===== src/rtl/cctl_pkg.sv =====
// Package: shared types for the cache control sequencer.
// Assumes a 7-bit stored control word with the enable bit at position 0.
package cctl_pkg;

    localparam int CTRL_W  = 8;
    localparam int STORE_W = 7;
    localparam int INV_BIT = 7;

    // Stored control bits; the first member is the most significant bit.
    typedef struct packed {
        logic push_off;  // bit6
        logic freeze;    // bit5
        logic inv_lo;    // bit4
        logic inv_hi;    // bit3
        logic d_off;     // bit2
        logic i_off;     // bit1
        logic enable;    // bit0
    } cctl_cfg_t;

    typedef enum logic [1:0] {
        W_IDLE  = 2'd0,
        W_PREP  = 2'd1,
        W_CLEAR = 2'd2
    } walk_st_t;

endpackage


===== src/rtl/cctl_regs.sv =====
// Module: control word storage.
// Keeps seven control bits. Turns bit7 of a write into a one-cycle
// invalidation request. Presents the value the word takes after this
// cycle's write, so a walk started by the write uses the new bits.
// Assumes cfg_wr is a single-cycle strobe per write.
module cctl_regs
    import cctl_pkg::*;
(
    input  logic              clk,
    input  logic              rst_n,
    input  logic              cfg_wr,
    input  logic [CTRL_W-1:0] cfg_wdata,
    output cctl_cfg_t         cfg_q,
    output cctl_cfg_t         cfg_next,
    output logic              inv_req,
    output logic [CTRL_W-1:0] cfg_rdata
);

    // Value the stored word holds after this cycle's edge.
    always_comb begin
        cfg_next = cfg_q;
        if (cfg_wr) cfg_next = cctl_cfg_t'(cfg_wdata[STORE_W-1:0]);
    end

    // Invalidation request: the strobe bit of a write.
    assign inv_req = cfg_wr & cfg_wdata[INV_BIT];

    // Stored control bits, cleared by reset.
    always_ff @(posedge clk) begin
        if (!rst_n) cfg_q <= '0;
        else        cfg_q <= cfg_next;
    end

    // Readback: the strobe bit is never stored.
    assign cfg_rdata = {1'b0, cfg_q};


    store_chk: assert property (@(posedge clk) disable iff (!rst_n)
        cfg_wr |=> cfg_rdata[STORE_W-1:0] == $past(cfg_wdata[STORE_W-1:0]));

endmodule


===== src/rtl/cctl_walker.sv =====
// Module: tag invalidation walk sequencer.
// Chooses the coverage from the control bits that apply at the start.
// Spends OVERHEAD preparation cycles, then clears one entry per cycle.
// A request that arrives during a walk is held and started once the walk ends.
// Assumes OVERHEAD >= 1 and an even entry count.
module cctl_walker
    import cctl_pkg::*;
#(
    parameter int IDX_W    = 7,
    parameter int OVERHEAD = 2
) (
    input  logic             clk,
    input  logic             rst_n,
    input  logic             inv_req,
    input  cctl_cfg_t        cfg_sel,
    output logic             busy,
    output logic             walk_done,
    output logic             walk_we,
    output logic [IDX_W-1:0] walk_idx
);

    localparam int ENTRIES = 1 << IDX_W;
    localparam int HALF    = ENTRIES / 2;
    localparam int PC_W    = $clog2(OVERHEAD) + 1;
    localparam logic [PC_W-1:0]  PREP_LAST = PC_W'(OVERHEAD - 1);
    localparam logic [IDX_W-1:0] IDX_TOP   = IDX_W'(ENTRIES - 1);
    localparam logic [IDX_W-1:0] IDX_HALF  = IDX_W'(HALF);
    localparam logic [IDX_W-1:0] IDX_HLAST = IDX_W'(HALF - 1);

    walk_st_t         st;
    logic [PC_W-1:0]  prep_cnt;
    logic [IDX_W-1:0] last_q;
    logic             pend;
    logic             cov_none;
    logic [IDX_W-1:0] cov_base;
    logic [IDX_W-1:0] cov_last;

    // Coverage choice: split cache, unified cache, or fully disabled.
    always_comb begin
        cov_none = 1'b0;
        cov_base = '0;
        cov_last = IDX_TOP;
        if (cfg_sel.i_off && cfg_sel.d_off) begin
            cov_none = 1'b1;
        end else if (!cfg_sel.i_off && !cfg_sel.d_off) begin
            unique case ({cfg_sel.inv_hi, cfg_sel.inv_lo})
                2'b10:   cov_base = IDX_HALF;
                2'b01:   cov_last = IDX_HLAST;
                2'b11:   cov_none = 1'b1;
                default: ;
            endcase
        end
    end

    // Walk state machine with a held restart request.
    always_ff @(posedge clk) begin
        if (!rst_n) begin
            st        <= W_IDLE;
            prep_cnt  <= '0;
            walk_idx  <= '0;
            last_q    <= '0;
            pend      <= 1'b0;
            walk_done <= 1'b0;
        end else begin
            walk_done <= 1'b0;
            unique case (st)
                W_IDLE: begin
                    if (inv_req || pend) begin
                        pend <= 1'b0;
                        if (!cov_none) begin
                            st       <= W_PREP;
                            prep_cnt <= '0;
                            walk_idx <= cov_base;
                            last_q   <= cov_last;
                        end
                    end
                end
                W_PREP: begin
                    if (prep_cnt == PREP_LAST) st <= W_CLEAR;
                    else                       prep_cnt <= prep_cnt + 1'b1;
                end
                W_CLEAR: begin
                    if (walk_idx == last_q) begin
                        st        <= W_IDLE;
                        walk_done <= 1'b1;
                    end else begin
                        walk_idx <= walk_idx + 1'b1;
                    end
                end
                default: st <= W_IDLE;
            endcase
            if (st != W_IDLE && inv_req) pend <= 1'b1;
        end
    end

    // Outputs derived from the state.
    assign busy    = (st != W_IDLE);
    assign walk_we = (st == W_CLEAR);


    clear_step_chk: assert property (@(posedge clk) disable iff (!rst_n)
        walk_we && $past(walk_we) |-> walk_idx == $past(walk_idx) + 1'b1);


    done_pulse_chk: assert property (@(posedge clk) disable iff (!rst_n)
        walk_done |=> !walk_done);


    done_end_chk: assert property (@(posedge clk) disable iff (!rst_n)
        walk_done |-> !busy && $past(busy));


    clear_busy_chk: assert property (@(posedge clk) disable iff (!rst_n)
        walk_we |-> busy);

endmodule


===== src/rtl/cctl_access.sv =====
// Module: tag clear port arbitration, fill gating and array gating.
// The walker owns the clear port while busy. Otherwise a push command
// may clear the entry named by its address. Fills are gated by freeze.
// Assumes push_req is a single-cycle strobe.
module cctl_access
    import cctl_pkg::*;
#(
    parameter int IDX_W    = 7,
    parameter int ADDR_W   = 32,
    parameter int PUSH_LSB = 4
) (
    input  logic              clk,
    input  logic              rst_n,
    input  cctl_cfg_t         cfg_q,
    input  logic              busy,
    input  logic              walk_we,
    input  logic [IDX_W-1:0]  walk_idx,
    input  logic              fill_req,
    input  logic              fill_line_valid,
    input  logic              push_req,
    input  logic [ADDR_W-1:0] push_addr,
    output logic              fill_grant,
    output logic              array_active,
    output logic              tag_clr_we,
    output logic [IDX_W-1:0]  tag_clr_idx
);

    localparam int PUSH_MSB = PUSH_LSB + IDX_W - 1;

    logic             push_hit;
    logic [IDX_W-1:0] push_idx;
    logic             unused_addr_bits;

    // Entry selected by the push address.
    assign push_idx         = push_addr[PUSH_MSB:PUSH_LSB];
    assign unused_addr_bits = ^{push_addr[ADDR_W-1:PUSH_MSB+1], push_addr[PUSH_LSB-1:0]};

    // Array gating: enabled and not walking.
    assign array_active = cfg_q.enable & ~busy;

    // Fill gating: a frozen array only accepts fills into invalid locations.
    assign fill_grant = fill_req & array_active & (~cfg_q.freeze | ~fill_line_valid);

    // Push invalidation, honoured only outside a walk.
    assign push_hit = push_req & ~cfg_q.push_off & ~busy;

    // Clear port mux: the walker first, then a push.
    always_comb begin
        tag_clr_we  = walk_we | push_hit;
        tag_clr_idx = walk_we ? walk_idx : push_idx;
    end


    fill_frozen_chk: assert property (@(posedge clk) disable iff (!rst_n)
        fill_grant |-> !(cfg_q.freeze && fill_line_valid));


    active_idle_chk: assert property (@(posedge clk) disable iff (!rst_n)
        array_active |-> !busy);


    push_block_chk: assert property (@(posedge clk) disable iff (!rst_n)
        push_req && cfg_q.push_off && !busy |-> !tag_clr_we);


    walk_owns_port_chk: assert property (@(posedge clk) disable iff (!rst_n)
        walk_we |-> tag_clr_idx == walk_idx);

endmodule


===== src/rtl/cache_ctl_seq.sv =====
// Module: cache control register with tag invalidation sequencer (top).
// Connects the control storage, the walk sequencer and the access gating.
// Assumes one write port for control and one clear port into the tag array.
module cache_ctl_seq
    import cctl_pkg::*;
#(
    parameter int IDX_W    = 7,
    parameter int OVERHEAD = 2,
    parameter int ADDR_W   = 32,
    parameter int PUSH_LSB = 4
) (
    input  logic              clk,
    input  logic              rst_n,
    input  logic              cfg_wr,
    input  logic [7:0]        cfg_wdata,
    output logic [7:0]        cfg_rdata,
    input  logic              fill_req,
    input  logic              fill_line_valid,
    output logic              fill_grant,
    input  logic              push_req,
    input  logic [ADDR_W-1:0] push_addr,
    output logic              tag_clr_we,
    output logic [IDX_W-1:0]  tag_clr_idx,
    output logic              busy,
    output logic              walk_done,
    output logic              array_active
);

    cctl_cfg_t        cfg_q;
    cctl_cfg_t        cfg_next;
    logic             inv_req;
    logic             walk_we;
    logic [IDX_W-1:0] walk_idx;

    cctl_regs u_regs (
        .clk       (clk),
        .rst_n     (rst_n),
        .cfg_wr    (cfg_wr),
        .cfg_wdata (cfg_wdata),
        .cfg_q     (cfg_q),
        .cfg_next  (cfg_next),
        .inv_req   (inv_req),
        .cfg_rdata (cfg_rdata)
    );

    cctl_walker #(.IDX_W(IDX_W), .OVERHEAD(OVERHEAD)) u_walk (
        .clk       (clk),
        .rst_n     (rst_n),
        .inv_req   (inv_req),
        .cfg_sel   (cfg_next),
        .busy      (busy),
        .walk_done (walk_done),
        .walk_we   (walk_we),
        .walk_idx  (walk_idx)
    );

    cctl_access #(.IDX_W(IDX_W), .ADDR_W(ADDR_W), .PUSH_LSB(PUSH_LSB)) u_acc (
        .clk             (clk),
        .rst_n           (rst_n),
        .cfg_q           (cfg_q),
        .busy            (busy),
        .walk_we         (walk_we),
        .walk_idx        (walk_idx),
        .fill_req        (fill_req),
        .fill_line_valid (fill_line_valid),
        .push_req        (push_req),
        .push_addr       (push_addr),
        .fill_grant      (fill_grant),
        .array_active    (array_active),
        .tag_clr_we      (tag_clr_we),
        .tag_clr_idx     (tag_clr_idx)
    );

endmodule


===== config.mk =====
export PLATFORM = sky130hd
export DESIGN_NAME = cache_ctl_seq
export DESIGN_NICKNAME = d
export VERILOG_FILES = /design/src/rtl/cctl_pkg.sv /design/src/rtl/cctl_regs.sv /design/src/rtl/cctl_walker.sv /design/src/rtl/cctl_access.sv /design/src/rtl/cache_ctl_seq.sv
export SDC_FILE = /design/constraint.sdc
export NUM_CORES = 1
export LEC_CHECK = 0
export BUFFER_PORTS_ARGS = -buffer_cell sky130_fd_sc_hd__buf_2
export CAP_MARGIN = 0
export CORE_AREA = 4 4 58 60
export DETAILED_ROUTE_END_ITERATION = 10
export DIE_AREA = 0 0 62 64
export GPL_TIMING_DRIVEN = 0
export PLACE_DENSITY_LB_ADDON = 0.15
export SYNTH_ARGS = -nofsm -noshare
export SYNTH_HDL_FRONTEND = slang
export SYNTH_SLANG_ARGS = --single-unit

===== constraint.sdc =====
create_clock -name clk -period 1.9 [get_ports clk]
set_input_delay 0.285 -clock clk [delete_from_list [all_inputs] [get_ports clk]]
set_output_delay 0.285 -clock clk [all_outputs]
set_load 0.01 [all_outputs]

==> reports/metrics.yaml <==
outcome:
  run_status: "complete, no violations"
detailed_routing:
  drt_iter0_markers: 25
  wirelength_um: 2854
  wl_per_cell_um: 12.68
  final_antenna_net_count: 0
  vias: 1184
  drc: 0
  vias_per_cell: 5.262
  drt_first_pass_iters: 4
place:
  port_buffers: 39
  gp_congestion: 0.7735
  dp_hpwl_um: 2185
  dp_slack_ns: -0.00006117
pwr:
  net-switching-power_uw: 274.0
  leakage_uw: 0.0007214
  switching_share: 0.2866
  peakVddDrop_v: 0.0003592
  p_int_uw: 682.1
  power_frac_seq: 0.523
  p_clk_frac: 0.290
  p_comb_frac: 0.187
  powerDensity_nw_per_um2: 643.2
critical_path:
  cp.arrival_ns: 1.49
  critPathLaunchType: "flip-flop"
  critical_path_class: "flip-flop to output port"
  r2r_end: "u_walk.walk_idx[2]$_SDFFE_PN0P_"
  rr_worst_depth: 6
  rr_startpoint: "u_walk.walk_idx[0]$_SDFFE_PN0P_"
  path_max_fanout: 10
  crit_required_ns: 1.62
  rrSetupSlack_ns: 0.16
  cp-end-kind: "output port"
synth:
  ys_warn_count: 0
  synth-compound-area-share: 0.1589
  synth-async-reset-ratio: 0
  synthAdderAreaFrac: 0.02064
  synth_edf_count: 0
  synthMuxAreaShare: 0.05779
  syn_nets: 198
  netlist_area_um2: 1212
  ys_seq_area_frac: 0.3633
  ys_seq_elements: 22
  synth_xor_xnor_area_share: 0.01445
  synth_top_family_by_area: "simple AND/OR/NAND/NOR gates"
  yosys.area_share.simple: 0.3333
  netlist-cell-type-count: 43
  synthFlopType: "dfxtp_1"
  synthCells: 150
  postSynthAreaPerCell_um2: 8.083
timing:
  grt_setup_unrepaired: "false"
  final_max_slew_viol_count: 0
  clock.fmax_mhz: 562.5
  setup_viol: 0
  final-hold-violation-count: 0
  fin_tns_setup_ns: 0
  worst_slack_ns: 0.1223
  clock-skew-final_ns: 0.002999
  finalCriticalPeriod_ns: 1.778
  fin_crit_sh: 0.9356
grt:
  grt_overflow: 0
  antenna_found_initial: 0
  grt_max_degree: 13
  grt_pass1_vias: 1094
  grtUsageTotal: 0.1514
  grt_pass1_wl_um: 4636
hold_path:
  min_from: "cfg_wdata[0]"
  hold_depth: 3
  holdPathEnd: "u_regs.cfg_q[0]$_SDFFE_PN0P_"
  hold_class: "input pin to flip-flop"
clock_tree:
  clock_insertion_delay_worst_skew_ns: 0.32
  cts_hold_buf: 0
  path_clk_slew_ns: 0.13
  cts_tree: "yes"
  cts_buffer_depth: 2
  cts_resized: 1
  cts_buffers: 3
  htreeDepth: 1
  clockRootBuffer: "clkbuf_4"
  cts.sinks: 22
  cts_setup_buffers: 0
layout:
  final_nets: 241
  insertedDiodeCount: 0
  syn_to_final_growth_pct: 22.60
  fillers: 304
  drive_above_1_share: 0.3021
die:
  die_w_um: 62
  initial_core_util: 0.4141
  core_um2: 2928
  die_y_um: 64
  ioPinCount: 66
  die_area_um2: 3968
  num_rows: 20
job:
  maxCapViolCount: 0
## area by class of cell
| class | count | area (um^2) | area share |
|---|---|---|---|
| Tap cell | 33 | 41.29 | 0.02778 |
| Multi-Input combinational cell | 115 | 714.4 | 0.4806 |
| Inverter | 5 | 18.77 | 0.01263 |
| Buffer | 7 | 37.54 | 0.02525 |
| Sequential cell | 22 | 442.9 | 0.2980 |
| Timing Repair Buffer | 39 | 195.2 | 0.1313 |
| Clock buffer | 4 | 36.28 | 0.02441 |
## layer usage
layer,global-route usage,vias up,share of wire
li1,-,604,-
met1,0.1978,552,0.46
met3,0.01818,5,0.040
met2,0.2435,23,0.48
met5,0,-,0
met4,0.06366,0,0.018
## cells in the final DEF, fill, tap and decap left out, types with 5 or more instances in the layout
cell	n
a21oi_1	6
and3_1	5
buf_2	41
dfxtp_1	20
mux2i_1	7
nand2_1	30
nor2_1	11
nor2b_1	8
## power groups by stage
stage	sequential [uW]	clock, uW	combinational [uW]
CTS	499	278	181
global route	504	302	201
finish	500	277	179
detailed placement	510	0	181
global placement	509	0	175
floorplan	511	0	109
## cell families after synthesis
group,count (synthesis)
adder cells (fa/ha/maj),2
AO/OA/AOI/OAI,27
buffers and inverters,13
AND/OR/NAND/NOR,76
XOR/XNOR,2
other,1
flip-flops,22
multiplexers,7
## worst max-delay path, cell delays in order, from the launching register on
cell,delay (ns)
dfxtp_2,0.41
and2b_2,0.28
clkbuf_2,0.20
nand2_1,0.10
nand2_1,0.05
buf_2,0.13
## stage by stage
step	utilization	cells	cell area (um^2)	hold slack [ns]	total power (uW)
floorplan	-	150	1212	0.4372	619.5
global placement	0.4949	222	1449	0.4655	683.3
detailed placement	0.4949	222	1449	0.4886	690.7
CTS	0.5064	225	1483	0.2258	958.9
global route	0.5077	225	1486	0.2241	1007
finish	0.5077	225	1486	0.2249	956.1
## how the worst max path moves through the flow
stage,start,end,slack (ns),cells after the start
3_5_place_dp,cfg_wr,u_walk.walk_idx[2]$_SDFFE_PN0P_,-0.00006,6
2_1_floorplan,u_walk.st[0]$_SDFFE_PN0P_,u_walk.walk_idx[2]$_SDFFE_PN0P_,0.30,6
6_report,u_walk.st[0]$_SDFFE_PN0P_,tag_clr_idx[0],0.12,5
3_3_place_gp,cfg_wr,u_walk.walk_idx[2]$_SDFFE_PN0P_,0.05,6
4_1_cts,u_walk.st[1]$_SDFFE_PN0P_,tag_clr_idx[1],0.01,5
5_1_grt,u_walk.st[0]$_SDFFE_PN0P_,tag_clr_idx[3],0.03,5
## registers in the layout, summed over array words and instances (netlist names)
name              count
u_walk.walk_done      1
u_walk.walk_idx       7
u_walk.last_q         2
u_walk.pend           1
u_walk.prep_cnt       2
u_walk.st             2
u_regs.cfg_q          7
## synth_stat cells, types with 3 or more instances
library cell   n  area (um^2)
inv_1          4        15.01
a21oi_1        6        30.03
dfxtp_1       22        440.4
and3_1         5        31.28
a21boi_0       4        30.03
clkbuf_1       4        15.01
nand3_1        4        20.02
nor2b_1        8        50.05
o21ai_0        3        15.01
nand2_1       30        112.6
mux2i_1        7        70.07
nor2_1        11        41.29
a31oi_1        4        25.02
(Power assumes the default switching activity.)
